==> config.mk <==
export PLATFORM = sky130hd
export DESIGN_NAME = onehot_scoreboard
export DESIGN_NICKNAME = d
export VERILOG_FILES = /design/src/rtl/sb_pkg.sv /design/src/rtl/sb_unit_row.sv /design/src/rtl/sb_grant.sv /design/src/rtl/onehot_scoreboard.sv
export SDC_FILE = /design/constraint.sdc
export NUM_CORES = 1
export LEC_CHECK = 0
export BUFFER_PORTS_ARGS = -buffer_cell sky130_fd_sc_hd__buf_2
export CAP_MARGIN = 30
export CORE_ASPECT_RATIO = 1.25
export CORE_MARGIN = 4
export CORE_UTILIZATION = 50
export CTS_CLUSTER_DIAMETER = 200
export DETAILED_ROUTE_END_ITERATION = 6
export GPL_TIMING_DRIVEN = 0
export PLACE_DENSITY = 0.79
export SETUP_SLACK_MARGIN = 0.05
export SYNTH_ARGS = -nofsm -noshare
export SYNTH_HDL_FRONTEND = slang
export SYNTH_SLANG_ARGS = --single-unit
export TNS_END_PERCENT = 5
==> constraint.sdc <==
create_clock -name clk -period 2.1 [get_ports clk]
set_input_delay 0.42 -clock clk [delete_from_list [all_inputs] [get_ports clk]]
set_output_delay 0.42 -clock clk [all_outputs]
set_load 0.1 [all_outputs]
==> src/rtl/sb_pkg.sv <==
package sb_pkg;
  localparam int unsigned SB_UNITS = 4;
  localparam int unsigned SB_REGS  = 16;
endpackage

==> src/rtl/sb_unit_row.sv <==
module sb_unit_row #(
  parameter int unsigned NU = sb_pkg::SB_UNITS,
  parameter int unsigned NR = sb_pkg::SB_REGS
) (
  input  logic          clk,
  input  logic          rst_n,
  input  logic          load,
  input  logic [NR-1:0] ld_dst,
  input  logic [NR-1:0] ld_src,
  input  logic          ld_shadow,
  input  logic [NU-1:0] ld_older,
  input  logic [NU-1:0] free_vec,
  input  logic          rd_fire,
  input  logic          wr_fire,
  input  logic          br_clear,
  input  logic          br_cancel,
  output logic          busy_o,
  output logic          rdpend_o,
  output logic          shadow_o,
  output logic          free_o,
  output logic [NR-1:0] dst_o,
  output logic [NR-1:0] src_o,
  output logic [NU-1:0] older_o
);
  logic          busy_q, rdpend_q, shadow_q;
  logic [NR-1:0] dst_q, src_q;
  logic [NU-1:0] older_q;
  logic          kill;

  assign kill   = br_cancel & shadow_q & busy_q;
  assign free_o = wr_fire | kill;

  always_ff @(posedge clk or negedge rst_n) begin
    if (!rst_n) begin
      busy_q   <= 1'b0;
      rdpend_q <= 1'b0;
      shadow_q <= 1'b0;
      dst_q    <= '0;
      src_q    <= '0;
      older_q  <= '0;
    end else if (load) begin
      busy_q   <= 1'b1;
      rdpend_q <= |ld_src;
      shadow_q <= ld_shadow;
      dst_q    <= ld_dst;
      src_q    <= ld_src;
      older_q  <= ld_older;
    end else if (free_o) begin
      busy_q   <= 1'b0;
      rdpend_q <= 1'b0;
      shadow_q <= 1'b0;
      older_q  <= '0;
    end else begin
      if (rd_fire)  rdpend_q <= 1'b0;
      if (br_clear) shadow_q <= 1'b0;
      older_q <= older_q & ~free_vec;
    end
  end

  assign busy_o   = busy_q;
  assign rdpend_o = rdpend_q;
  assign shadow_o = shadow_q;
  assign dst_o    = dst_q;
  assign src_o    = src_q;
  assign older_o  = older_q;
endmodule

==> src/rtl/sb_grant.sv <==
module sb_grant #(
  parameter int unsigned NU = sb_pkg::SB_UNITS,
  parameter int unsigned NR = sb_pkg::SB_REGS
) (
  input  logic [NU-1:0]         busy,
  input  logic [NU-1:0]         rdpend,
  input  logic [NU-1:0]         shadow,
  input  logic [NU-1:0][NR-1:0] dst,
  input  logic [NU-1:0][NR-1:0] src,
  input  logic [NU-1:0][NU-1:0] older,
  output logic [NU-1:0]         go_rd,
  output logic [NU-1:0]         go_wr
);
  logic [NU-1:0] raw_hit, war_hit;

  // Each hazard term is a plain AND of unary bits, reduced by OR.
  always_comb begin
    raw_hit = '0;
    war_hit = '0;
    for (int i = 0; i < NU; i++) begin
      for (int j = 0; j < NU; j++) begin
        raw_hit[i] = raw_hit[i] | (older[i][j] & busy[j]   & (|(dst[j] & src[i])));
        war_hit[i] = war_hit[i] | (older[i][j] & rdpend[j] & (|(src[j] & dst[i])));
      end
    end
  end

  assign go_rd = busy & rdpend & ~raw_hit;
  assign go_wr = busy & ~rdpend & ~shadow & ~war_hit;
endmodule

==> src/rtl/onehot_scoreboard.sv <==
module onehot_scoreboard #(
  parameter int unsigned NU = sb_pkg::SB_UNITS,
  parameter int unsigned NR = sb_pkg::SB_REGS
) (
  input  logic             clk,
  input  logic             rst_n,
  input  logic             issue_valid,
  output logic             issue_ready,
  input  logic [NU-1:0]    issue_units,
  input  logic [NU*NR-1:0] issue_dst,
  input  logic [NU*NR-1:0] issue_src,
  input  logic             issue_shadow,
  input  logic             br_resolve,
  input  logic             br_ok,
  input  logic [NU-1:0]    rd_ack,
  input  logic [NU-1:0]    wr_ack,
  output logic [NU-1:0]    go_rd,
  output logic [NU-1:0]    go_wr,
  output logic [NU-1:0]    unit_busy
);
  logic [NU-1:0][NR-1:0] dst_in, src_in, dst_q, src_q;
  logic [NU-1:0][NU-1:0] older_q;
  logic [NU-1:0]         busy, rdpend, shadow, freed, load;
  logic                  fire, br_clear, br_cancel;

  assign dst_in      = issue_dst;
  assign src_in      = issue_src;
  assign issue_ready = ~|(issue_units & busy);
  assign fire        = issue_valid & issue_ready;
  assign load        = issue_units & {NU{fire}};
  assign br_clear    = br_resolve & br_ok;
  assign br_cancel   = br_resolve & ~br_ok;

  for (genvar u = 0; u < NU; u++) begin : g_row
    localparam logic [NU-1:0] LOWER = (NU'(1) << u) - NU'(1);
    logic [NU-1:0] older_init;
    // Age row: everything still live is older, plus lower indices issued now.
    assign older_init = (busy & ~freed) | (load & LOWER);

    sb_unit_row #(.NU(NU), .NR(NR)) u_row (
      .clk      (clk),
      .rst_n    (rst_n),
      .load     (load[u]),
      .ld_dst   (dst_in[u]),
      .ld_src   (src_in[u]),
      .ld_shadow(issue_shadow),
      .ld_older (older_init),
      .free_vec (freed),
      .rd_fire  (rd_ack[u] & go_rd[u]),
      .wr_fire  (wr_ack[u] & go_wr[u]),
      .br_clear (br_clear),
      .br_cancel(br_cancel),
      .busy_o   (busy[u]),
      .rdpend_o (rdpend[u]),
      .shadow_o (shadow[u]),
      .free_o   (freed[u]),
      .dst_o    (dst_q[u]),
      .src_o    (src_q[u]),
      .older_o  (older_q[u])
    );

    a_r2_issue_busy: assert property (@(posedge clk) disable iff (!rst_n)
      load[u] |=> busy[u]);
    a_r5_read_before_write: assert property (@(posedge clk) disable iff (!rst_n)
      go_wr[u] |-> !rdpend[u]);
    a_r7_shadow_no_write: assert property (@(posedge clk) disable iff (!rst_n)
      shadow[u] |-> !go_wr[u]);
    a_r8_shadow_lifted: assert property (@(posedge clk) disable iff (!rst_n)
      (br_clear && !load[u]) |=> !shadow[u]);
    a_r9_cancel_idle: assert property (@(posedge clk) disable iff (!rst_n)
      (br_cancel && shadow[u] && !load[u]) |=> !busy[u]);
    a_r10_stray_read_ack: assert property (@(posedge clk) disable iff (!rst_n)
      (rd_ack[u] && !go_rd[u] && rdpend[u] && !br_resolve) |=> rdpend[u]);
    a_r11_write_frees: assert property (@(posedge clk) disable iff (!rst_n)
      (wr_ack[u] && go_wr[u]) |=> !busy[u]);
  end

  sb_grant #(.NU(NU), .NR(NR)) u_grant (
    .busy  (busy),
    .rdpend(rdpend),
    .shadow(shadow),
    .dst   (dst_q),
    .src   (src_q),
    .older (older_q),
    .go_rd (go_rd),
    .go_wr (go_wr)
  );

  assign unit_busy = busy;
endmodule

Word-level counts from Yosys, hierarchy flattened. Cells that the tools add are included.

Output and inout bits: 13. Register bits: 156. Input port bits: 146.

Bitwise logic cells: 148. Muxes and demuxes: 37. Reductions and logical operators: 34.

Operators by type and width (number): $reduce_or 16->1 (20); $and 16x16->16 (16); $and 1x1->1 (83); $and 4x4->4 (12); $mux 4 (8); $mux 1 (29); $or 1x1->1 (28); $reduce_bool 3->1 (8); $not 4->4 (5); $reduce_bool 2->1 (4); $or 4x1->4 (1); $or 4x2->4 (1); $or 4x3->4 (1); $reduce_or 4->1 (1); $logic_not 1->1 (1); $not 1->1 (1).

Depth between registers and ports, before layout. Gate-level depths: netlist (run 1).

Depth in word-level cells: 14. Mapped depth: 8. Mapped depth without buffers: 7.

Modules after synthesis. Synthesis (run 1) repeated with hierarchy kept, for this count alone.

Cells, all modules: 615. Area total of the unflattened synthesis: 8524.4 um2.

Modules (own cells, without submodules): sb_unit_row (times used 4, cells each 97, area each 1686.6 um2); sb_grant (times used 1, cells each 196, area each 1564.0 um2); onehot_scoreboard (times used 1, cells each 31, area each 214.0 um2).

Least setup slack after synthesis (run 1). No wires, ideal clock.

Kind: register to register. Start point: register g_row[3].u_row.dst_q[4]. End point: register g_row[0].u_row.rdpend_q. Data required time: 1980 ps. Slack: -2590 ps. Arrival: 4571 ps. Cell stages (with the launch flop): 8. Path buffers: 0. Cells stage by stage: dfrtp_1 > a22o_1 > a221oi_1 > and4_1 > o22ai_1 > nor4bb_1 > a21oi_1 > a21o_1.

Word-level cells in the longest chain between the ends: 8.

Ends and longest elaborated chain: from (decl) (RTL line sb_unit_row.sv:26) `logic [NR-1:0] dst_q, src_q;`; from (signal assigned) (RTL line sb_unit_row.sv:45) `dst_q <= ld_dst;`; $and 16x16->16 (RTL line sb_grant.sv:22) `raw_hit[i] = raw_hit[i] | (older[i][j] & busy[j] & (|(dst[j] & src[i])));`; $reduce_or 16->1 (RTL line sb_grant.sv:22); $and 1x1->1 (RTL line sb_grant.sv:22); $or 1x1->1 (RTL line sb_grant.sv:22); $not 4->4 (RTL line sb_grant.sv:28) `assign go_rd = busy & rdpend & ~raw_hit;`; $and 4x4->4 (RTL line sb_grant.sv:28); via go_rd[0] (RTL line onehot_scoreboard.sv:17) `output logic [NU-1:0] go_rd,`; $and 1x1->1 (RTL line onehot_scoreboard.sv:49) `.rd_fire (rd_ack[u] & go_rd[u]),`; $reduce_bool 3->1 (no source line); to (signal assigned) (RTL line sb_unit_row.sv:43) `rdpend_q <= |ld_src;`; to (decl) (RTL line sb_unit_row.sv:25) `logic busy_q, rdpend_q, shadow_q;`.

The timed path passes the listed nets, and every way through them passes these cells. A chain may end at the register's enable or synchronous reset.

Final worst setup path (run 1).
Start point: register g_row[3].u_row.src_q[5]. End point: output port go_wr[0].

Word-level cells in the longest chain between the ends: 6.

Ends and longest elaborated chain: from (decl) (RTL line sb_unit_row.sv:26); from (signal assigned) (RTL line sb_unit_row.sv:46) `src_q <= ld_src;`; $and 16x16->16 (RTL line sb_grant.sv:23) `war_hit[i] = war_hit[i] | (older[i][j] & rdpend[j] & (|(src[j] & dst[i])));`; $reduce_or 16->1 (RTL line sb_grant.sv:23); $and 1x1->1 (RTL line sb_grant.sv:23); $or 1x1->1 (RTL line sb_grant.sv:23); $not 4->4 (RTL line sb_grant.sv:29) `assign go_wr = busy & ~rdpend & ~shadow & ~war_hit;`; $and 4x4->4 (RTL line sb_grant.sv:29); to (decl) (RTL line onehot_scoreboard.sv:18) `output logic [NU-1:0] go_wr,`.

Every way passes these cells.

==> results of run 1 <==
[kinds of logic (layout without fill, tap and decap cells)]
group | after synthesis | in the layout
buffers and inverters | 42 | 278
and+or+nand+nor | 518 | 518
DFF | 156 | 156
AOI/OAI and AO/OA | 177 | 177
[where the power goes]
group	internal [mW]	switching, mW
Combinational	3.89	4.32
Sequential	4.57	3.35
Clock	2.03	1.28
Total	10.5	8.95
[cells in the mapped netlist, types with 2 or more instances]
| cell type | number |
|---|---|
| a22o_1 | 62 |
| a22oi_1 | 4 |
| nor4_1 | 16 |
| o21ai_0 | 9 |
| a21oi_1 | 13 |
| o22ai_1 | 2 |
| buf_2 | 7 |
| nand2_1 | 422 |
| a21boi_0 | 3 |
| and2_0 | 2 |
| and4_1 | 7 |
| buf_4 | 5 |
| nand4_1 | 14 |
| dfrtp_1 | 156 |
| and3_1 | 12 |
| inv_1 | 3 |
| a21boi_1 | 3 |
| clkbuf_1 | 23 |
| a221oi_1 | 57 |
| nand3b_1 | 2 |
| a21o_1 | 4 |
| nor2_1 | 7 |
| nand3_1 | 25 |
| a222oi_1 | 2 |
| and2_1 | 6 |
| buf_1 | 4 |
| a221oi_2 | 6 |
[registers in the layout, indices dropped and copies added (netlist names)]
name / cells
g_row.u_row.src_o: 64
g_row.u_row.older_o: 16
g_row.u_row.dst_o: 64
g_row.u_row.busy_o: 4
g_row.u_row.shadow_o: 4
g_row.u_row.rdpend_o: 4
[metal layers]
metal / part of all wire [%] / vias to the layer above / track usage [%]
met2: 47 / 655 / 55.8
met4: 6.4 / 2 / 17.9
li1: - / 3644 / -
met5: 0.033 / - / 0
met1: 36 / 3987 / 41.9
met3: 10 / 195 / 9.55
[cell type report]
class	instances	share of cell area, %
Sequential cell	156	37.7
Clock buffer	20	4.23
Buffer	39	2.29
Inverter	3	0.107
Tap cell	208	2.47
Clock inverter	12	1.77
Timing Repair Buffer	204	12.6
Multi-Input combinational cell	695	38.9
[worst paths after layout]
path	slack (ns)	cells past startpoint	from	endpoint
min in group clk	0.17	3	issue_dst[40]	g_row[2].u_row.dst_o[8]
max in group asynchronous	1.24	2	rst_n	g_row[0].u_row.src_o[4]
setup reg to reg	-0.26	8	g_row[1].u_row.src_o[0]	g_row[3].u_row.older_o[0]
hold reg to reg	0.50	1	g_row[3].u_row.older_o[3]	g_row[3].u_row.older_o[3]
setup / recovery	-0.86	7	g_row[3].u_row.src_o[5]	go_wr[0]
hold / removal	-0.01	1	rst_n	g_row[3].u_row.busy_o
[per-stage QoR]
step	instances	setup slack, ns	setup TNS [ns]	area [um2]
floorplan	893	-0.637	-56.67	7830
global placement	1259	-1.60	-269.10	8880
detailed placement	1260	-0.768	-24.03	8910
CTS	1320	-0.795	-5.63	10200
global route	1337	-0.941	-10.59	10600
finish	1337	-0.864	-8.15	10600
[what timing repair did]
item,4_1_cts,5_1_grt
resized for setup,138,89
pin swaps,24,35
setup endpoints to repair,125,140
endpoints found under the hold margin,0,0
hold buffers,0,0
buffers inserted,28,17
[critical path: stages, from the launching register on]
cell	delay [ns]
dfrtp_2	0.48
a22o_1	0.24
a221oi_2	0.16
nand4_1	0.27
a222oi_1	0.41
buf_4	0.18
and3_4	0.20
buf_12	0.17
==> results by group, run 1 <==
Outcome
  – Status: finished with violations
  – Failing checks: negative hold slack, negative setup slack

Layout
  – Multi-input combinational cell area: just over 4000 um2
  – Most common cell after layout, fill and taps aside: nand2_1
  – # diodes: 0
  – Reg area: ~4000 um2
  – # nets final: between 1000 and 1500
  – Fraction of layout cells with a size suffix above 1: a little over a third
  – Commonest cells after routing, fill and taps aside: nand2_1 (418), buf_2 (160), dfrtp_1 (92), dfrtp_2 (64), a22o_1 (62)
  – Area grow syn2layout: 36.0%
  – Core Util, Final: roughly 70%
  – Fill count: between 1000 and 1500

STA
  – # setup viols final: 32
  – Worst slew pin tran: approximately 0.66 ns
  – Unrepaired setup endpoints after global routing: yes
  – Final period utilization: 141%
  – Clk_skew: 0.00994 ns
  – Fin. Hold Viols: 8
  – Minimum clock period: roughly 3.0 ns
  – Setup ws final: -0.864 ns
  – Pins over their slew limit: 0
  – Slew headroom: 55.8%
  – Final hold slack: -0.0112 ns
  – Highest clock rate: approximately 0.34 GHz

Critical path
  – Crit Path Max Fanout: 5
  – Crit path capture type: primary output
  – CP required: 1.68 ns
  – Critical Path AT: around 2.5 ns
  – Startpoint types: flip-flop
  – WS Path Type: flip-flop to primary output

Die
  – Rows: 50
  – Die width: ~120 um
  – Initial Util: roughly half
  – Die area: 17600 um2
  – Io pins: about 160
  – Core footprint: 15100 um2
  – Floorplan die height: between 100 and 150 um

Power
  – Leakage: 5.21 nW
  – Peak supply drop: roughly 0.84 mV
  – Power Total: around 19 mW
  – Pwr/cell area: ~1800 nW/um2

Synthesis
  – Synthesized cell area: between 7000 and 8000 um2
  – Post-Synthesis Cells: around 890
  – Post-synthesis adder-cell area fraction: 0%
  – Synth Area in Compound Gates: about a fifth
  – Async set-or-reset flop fraction in the synthesized netlist: between 90% and 100%
  – Largest family of logic cells by synthesized area: simple AND/OR/NAND/NOR gates
  – Post-synth top area share: between 50 and 60%
  – Simple-gate portion of the synthesized area: roughly 28%
  – Post-synthesis sequential area ratio: a little over 50%
  – Number of synthesized flops with an enable pin: 0
  – Cell taking the most area after synthesis: dfrtp_1
  – Distinct cells, synth: 44
  – Top cells by area, synth: dfrtp_1 (50%), nand2_1 (20%), a22o_1 (7.0%)
  – Mux cell area share after synthesis: 0%
  – Post-synth top flop: dfrtp_1
  – Post-synth net total: around 1000
  – Syn_area_per_cell: between 8 and 9 um2
  – Yosys warning count: 0
  – Xor/xnor share of the synthesized area: 0%
  – Register bit total from synthesis: approximately 160

Place
  – PortBufs: 158
  – Post-DP HPWL: 21200 um
  – Gp weighted congestion: between 0.9 and 1

Clock tree
  – Clk slew on worst S/H paths: 0.06 ns
  – Root Buffer Master: clkbuf_16
  – Num CTS Buffers: 17
  – TritonCTS clock tree: yes
  – Latest clock arrival within the worst-skew pair: between 0.4 and 0.5 ns
  – CTS Sinks: 156
  – CTS H-tree depth: 4
  – Clk buf depth: 2

Global route
  – First-pass GRT wire length: between 40000 and 50000 um
  – Vias in the first global route: around 8500
  – Initial antenna violation count: 1
  – Grt ovf: 0
  – Largest net degree at the start of global routing: between 80 and 90
  – GRT Total Usage: roughly a third

Routing
  – Detail Route Antenna Nets: 0
  – Drt drc: 0
  – Via density: roughly 6.3
  – DRT iter0 DRCs: ~1100
  – Drt wl/cell: approximately 23 um
  – Drt total wl: 30400 um
  – Via count: about 8500
  – DR pass1 iterations: 6

Hold path
  – HP Class: primary input to asynchronous set/reset pin

Job
  – Number of max-cap violations: 0
No activity file was read; power rests on OpenSTA's default activity.
==> run 2, diff against run 1 <==
Settings changed: BUFFER_PORTS_ARGS -buffer_cell sky130_fd_sc_hd__buf_2 to -buffer_cell sky130_fd_sc_hd__clkbuf_2, CTS_CLUSTER_DIAMETER 200 to 60.
==> results by group, run 2 (synthesized netlist as in run 1, its figures left out) <==
STA
  – Fin. Hold Viols: 0 (was 8)
  – # setup viols final: 29 (was 32)
  – Unrepaired setup endpoints after global routing: yes (unchanged)
  – Pins over their slew limit: 0 (unchanged)
  – Highest clock rate: 0.324 GHz (was 0.337 GHz)
  – Slew headroom: 60.3% (was 55.8%)
  – Final period utilization: 147% (was 141%)
  – Setup ws final: -0.989 ns (was -0.864 ns)
  – Clk_skew: 0.0222 ns (was 0.00994 ns)
  – Worst slew pin tran: 0.594 ns (was 0.664 ns)
  – Minimum clock period: 3.09 ns (was 2.96 ns)

Critical path
  – Crit Path Max Fanout: 5 (unchanged)
  – Startpoint types: flip-flop (unchanged)
  – R2r setup slk: -0.82 ns (was -0.26 ns)
  – Worst reg2reg path startpoint: g_row[1].u_row.dst_o[13] (was g_row[1].u_row.src_o[0])
  – Crit path capture type: primary output (unchanged)
  – Setup crit start: g_row[3].u_row.src_o[14] (was g_row[3].u_row.src_o[5])
  – CP required: 1.68 ns (about the same)
  – Critical Path AT: 2.67 ns (was 2.54 ns)
  – WS Path Type: flip-flop to primary output (unchanged)

Routing
  – Drt wl/cell: 23.0 um (was 22.7 um)
  – Via count: 8456 (was 8483)
  – Via density: 6.36 (was 6.34)
  – Drt drc: 0 (unchanged)
  – Drt total wl: 30600 um (was 30400 um)
  – DR pass1 iterations: 6 (unchanged)
  – DRT iter0 DRCs: 1257 (was 1103)
  – Detail Route Antenna Nets: 0 (unchanged)

Layout
  – Fraction of layout cells with a size suffix above 1: 34.7% (was 36.4%)
  – Multi-input combinational cell area: 3990 um2 (was 4100 um2)
  – # nets final: 1254 (was 1262)
  – # diodes: 0 (unchanged)
  – Final Non-Filler Cells: 1329 (was 1337)
  – Area grow syn2layout: 33.6% (was 36.0%)
  – Reg area: 3990 um2 (was 3980 um2)
  – Fill count: 1163 (was 1137)
  – Most common cell after layout, fill and taps aside: nand2_1 (unchanged)
  – Commonest cells after routing, fill and taps aside: nand2_1 (418), clkbuf_2 (157), dfrtp_1 (91), dfrtp_2 (65), a22o_1 (62) (was nand2_1 (418), buf_2 (160), dfrtp_1 (92), dfrtp_2 (64), a22o_1 (62))

Place
  – PortBufs: 158 (unchanged)
  – Gp weighted congestion: 0.975 (was 0.982)
  – Post-DP HPWL: 21200 um (about the same)
  – Placed cell count: 1260 (unchanged)
  – Pre-CTS WS: -0.787 ns (was -0.768 ns)

Clock tree
  – Num CTS Buffers: 17 (unchanged)
  – Clk buf depth: 2 (unchanged)
  – Root Buffer Master: clkbuf_16 (unchanged)
  – CTS Sinks: 156 (unchanged)
  – Clk slew on worst S/H paths: 0.06 ns (about the same)
  – CTS H-tree depth: 4 (unchanged)
  – TritonCTS clock tree: yes (unchanged)
  – Latest clock arrival within the worst-skew pair: 0.44 ns (was 0.43 ns)

Global route
  – Largest net degree at the start of global routing: 89 (was 85)
  – Initial antenna violation count: 0 (was 1)
  – First-pass GRT wire length: 46400 um (was 46300 um)
  – Grt ovf: 0 (unchanged)
  – Vias in the first global route: 8450 (was 8509)
  – GRT Total Usage: 34.6% (was 34.4%)

Power
  – Peak supply drop: 0.912 mV (was 0.836 mV)
  – Leakage: 5.17 nW (was 5.21 nW)
  – Power Total: 18.9 mW (was 19.4 mW)
  – Pwr/cell area: 1820 nW/um2 (was 1840 nW/um2)

Outcome
  – Failing checks: negative setup slack (was negative hold slack, negative setup slack)
  – Status: finished with violations (unchanged)

Hold path
  – HP Class: primary input to flip-flop (was primary input to asynchronous set/reset pin)
  – Min-Delay Startpoint: issue_dst[29]

Die
  – Rows: 50 (unchanged)
  – Io pins: 159 (unchanged)
  – Floorplan die height: 147 um (unchanged)
  – Die area: 17600 um2 (unchanged)
  – Core footprint: 15100 um2 (unchanged)
  – Die width: 119 um (unchanged)
  – Initial Util: 51.5% (unchanged)

Job
  – Number of max-cap violations: 0 (unchanged)
run 2: final timing paths:
path                                        endpoint  cells past startpoint
hold reg to reg            g_row[3].u_row.older_o[3]                      1
min in group asynchronous    g_row[3].u_row.src_o[2]                      2
hold / removal              g_row[1].u_row.dst_o[13]                      3
max in group asynchronous    g_row[0].u_row.src_o[4]                      3
setup / recovery                            go_wr[0]                      7
setup reg to reg           g_row[2].u_row.older_o[1]                     16
run 2: where the power goes:
part	leakage, nW	internal, mW	total, mW	switching (mW)
Sequential	1.88	4.57	7.90	3.33
Clock	0.286	1.91	3.17	1.27
Combinational	3.01	3.65	7.84	4.20
Total	5.17	10.1	18.9	8.80
run 2: timing repair:
action / 4_1_cts / 5_1_grt
endpoints found under the setup margin: 130 / 146
pin swaps: 33 / 15
hold endpoints to repair: 4 / 0
resized for setup: 139 / 49
setup buffers: 30 / 6
hold buffers: 1 / 0
run 2: area by class of cell:
cell class / count / area share, %
flip-flops and latches: 156 / 38.4
plain buffers: 39 / 2.27
well taps: 208 / 2.51
repair buffers: 196 / 12.3
multi-input cells: 695 / 38.5
inverters: 3 / 0.109
clock buffers: 19 / 4.27
clock inverters: 13 / 1.59
run 2: metrics by stage:
stage                     area, um2  utilization, %  TNS [ns]  hold slack, ns
after detailed placement       8920            59.1    -24.60           0.449
after global placement         8880            58.9   -328.47           0.472
final                         10400            68.8    -14.80           0.173
after CTS                     10200            67.8     -9.99           0.162
after floorplan                7830               -    -56.67           0.124
after global routing          10400            68.8    -17.90           0.173
run 2: critical path, cell delays in order, from the launching register on:
cell	delay, ns
dfrtp_1	0.49
a22o_1	0.25
a221oi_2	0.18
nand4_1	0.29
a222oi_1	0.44
buf_4	0.19
and3_4	0.20
clkbuf_16	0.19
run 2: per-layer routing:
layer / part of all wire (%) / vias up / track usage, %
met4: 6.7 / 0 / 20.2
met5: 0 / - / 1.14
met2: 47 / 669 / 55.7
met3: 11 / 228 / 9.05
li1: - / 3617 / -
met1: 35 / 3942 / 41.8
==> run 3, diff against run 2 <==
Settings changed: SKIP_CTS_REPAIR_TIMING set to 1.
==> results by group, run 3 (synthesized netlist as in run 1, its figures left out) <==
Critical path
  – CP required: 1.68 ns (about the same)
  – Worst path buffer plus inverter count: 2 (unchanged)
  – Crit-path cells: a22o_1 > a221oi_1 > nand4_1 > a222oi_1 > buf_4 > and3_2 > buf_12 (was a22o_1 > a221oi_2 > nand4_1 > a222oi_1 > buf_4 > and3_4 > clkbuf_16)
  – Critical path destination: go_wr[0] (unchanged)
  – Crit path capture type: primary output (unchanged)
  – Reg2Reg Capture Point: g_row[3].u_row.older_o[0] (was g_row[2].u_row.older_o[1])
  – Crit path depth: 7 (unchanged)
  – Crit Path Max Fanout: 4 (was 5)
  – Delay-heaviest family, CP: compound AO/OA/AOI/OAI gates (unchanged)
  – CP max stage delay: 0.45 ns (was 0.49 ns)
  – Reg2Reg Depth: 7 (was 16)
  – Startpoint types: flip-flop (unchanged)
  – Critical Path AT: 2.62 ns (was 2.67 ns)
  – Worst reg2reg path startpoint: g_row[0].u_row.dst_o[0] (was g_row[1].u_row.dst_o[13])
  – CP max-delay cell: dfrtp_2 (was dfrtp_1)
  – WS Path Type: flip-flop to primary output (unchanged)
  – R2r setup slk: -0.25 ns (was -0.82 ns)
  – Setup crit start: g_row[0].u_row.dst_o[0] (was g_row[3].u_row.src_o[14])

Power
  – Switching share of power: 46.7% (was 46.5%)
  – NetSw: 8.67 mW (was 8.80 mW)
  – Part of the power in registers: 42.4% (was 41.8%)
  – Combinational share of power: 40.5% (was 41.5%)
  – Peak supply drop: 0.926 mV (was 0.912 mV)
  – Clock power frac: 17.1% (was 16.8%)
  – Leakage: 5.09 nW (was 5.17 nW)
  – Int Pwr: 9.91 mW (was 10.1 mW)
  – Pwr/cell area: 1820 nW/um2 (about the same)

STA
  – Slew headroom: 59.9% (was 60.3%)
  – Unrepaired setup endpoints after global routing: yes (unchanged)
  – Highest clock rate: 0.329 GHz (was 0.324 GHz)
  – Worst slew pin tran: 0.600 ns (was 0.594 ns)
  – Final period utilization: 145% (was 147%)
  – Fin. Hold Viols: 17 (was 0)
  – Minimum clock period: 3.04 ns (was 3.09 ns)
  – Final hold slack: -0.0256 ns (was 0.173 ns)
  – Pins over their slew limit: 0 (unchanged)
  – Clk_skew: 0.0203 ns (was 0.0222 ns)
  – Setup ws final: -0.938 ns (was -0.989 ns)
  – # setup viols final: 65 (was 29)

Routing
  – Via count: 8356 (was 8456)
  – DRT iter0 DRCs: 1240 (was 1257)
  – Detail Route Antenna Nets: 0 (unchanged)
  – Drt drc: 0 (unchanged)
  – DR pass1 iterations: 7 (was 6)
  – Via density: 6.34 (was 6.36)
  – Drt total wl: 29900 um (was 30600 um)
  – Drt wl/cell: 22.7 um (was 23.0 um)

Job
  – Number of max-cap violations: 0 (unchanged)

Layout
  – Final Non-Filler Cells: 1319 (was 1329)
  – Most common cell after layout, fill and taps aside: nand2_1 (unchanged)
  – # diodes: 0 (unchanged)
  – Commonest cells after routing, fill and taps aside: nand2_1 (418), clkbuf_2 (159), dfrtp_1 (92), dfrtp_2 (64), a22o_1 (62) (was nand2_1 (418), clkbuf_2 (157), dfrtp_1 (91), dfrtp_2 (65), a22o_1 (62))
  – Fraction of layout cells with a size suffix above 1: 34.2% (was 34.7%)
  – Area grow syn2layout: 31.8% (was 33.6%)
  – Core Util, Final: 67.8% (was 68.8%)
  – # nets final: 1244 (was 1254)

Place
  – Gp weighted congestion: 0.975 (unchanged)
  – PortBufs: 158 (unchanged)
  – Post-DP HPWL: 21200 um (unchanged)
  – Placed cell count: 1260 (unchanged)

Clock tree
  – CTS Sinks: 156 (unchanged)
  – Root Buffer Master: clkbuf_16 (unchanged)
  – TritonCTS clock tree: yes (unchanged)
  – CTS H-tree depth: 4 (unchanged)
  – Latest clock arrival within the worst-skew pair: 0.44 ns (about the same)
  – Clk buf depth: 2 (unchanged)
  – Num CTS Buffers: 17 (unchanged)
  – Clk slew on worst S/H paths: 0.06 ns (about the same)

Hold path
  – HP Class: primary input to asynchronous set/reset pin (was primary input to flip-flop)

Die
  – Rows: 50 (unchanged)
  – Initial Util: 51.5% (unchanged)
  – Core footprint: 15100 um2 (unchanged)
  – Die area: 17600 um2 (unchanged)
  – Io pins: 159 (unchanged)
  – Floorplan die height: 147 um (unchanged)
  – Die width: 119 um (unchanged)

Global route
  – Initial antenna violation count: 0 (unchanged)
  – Vias in the first global route: 8016 (was 8450)
  – Grt ovf: 0 (unchanged)
  – First-pass GRT wire length: 44100 um (was 46400 um)
  – Largest net degree at the start of global routing: 89 (unchanged)
  – GRT Total Usage: 32.9% (was 34.6%)

Outcome
  – Failing checks: negative hold slack, negative setup slack (was negative setup slack)
  – Status: finished with violations (unchanged)
-- run 3: how the worst min path moves through the flow --
| stage | slack, ns | from | endpoint | depth (start not counted) |
|---|---|---|---|---|
| 2_1_floorplan | 0.12 | rst_n | g_row[0].u_row.busy_o | 0 |
| 3_3_place_gp | 0.47 | g_row[3].u_row.older_o[3] | g_row[3].u_row.older_o[3] | 1 |
| 3_5_place_dp | 0.45 | rst_n | g_row[3].u_row.src_o[2] | 1 |
| 4_1_cts | -0.01 | rst_n | g_row[3].u_row.src_o[2] | 1 |
| 5_1_grt | 0.02 | rst_n | g_row[3].u_row.src_o[5] | 1 |
| 6_report | -0.03 | rst_n | g_row[3].u_row.src_o[2] | 1 |
-- run 3: layout make-up --
cell class | instances | area [um2]
fill | 1188 | 4850
clock inverter | 13 | 165
timing repair buffer | 186 | 1150
inverter | 3 | 11.3
sequential | 156 | 3980
clock buffer | 19 | 443
multi-input combinational | 695 | 3990
buffer | 39 | 226
tap | 208 | 260
-- run 3: power by group through the flow --
stage,logic [mW],clock network [mW],registers (mW)
after floorplan,4.79,0,5.87
after global placement,5.79,0,7.39
after detailed placement,5.98,0,7.34
after CTS,6.03,3.21,7.32
after global routing,8.07,3.34,7.81
final,7.53,3.17,7.88
-- run 3: through the flow --
stage               hold WS, ns  worst slack [ns]  cell area [um2]  setup TNS [ns]  power (mW)
detailed placement        0.449            -0.787             8920          -24.60        13.3
floorplan                 0.124            -0.637             7830          -56.67        10.7
global placement          0.472             -1.98             8880         -328.47        13.2
CTS                     -0.0146             -1.26             9520          -19.16        16.6
finish                  -0.0256            -0.938            10200           -9.38        18.6
global route             0.0180            -0.989            10200          -12.98        19.2
-- run 3: layer usage --
metal	vias to the layer above	routed length (um)	track usage, %
met2	650	14000	52.3
met1	3911	10600	40.0
met3	196	3300	10.5
li1	3599	-	-
met5	-	0	0
met4	0	1980	17.8
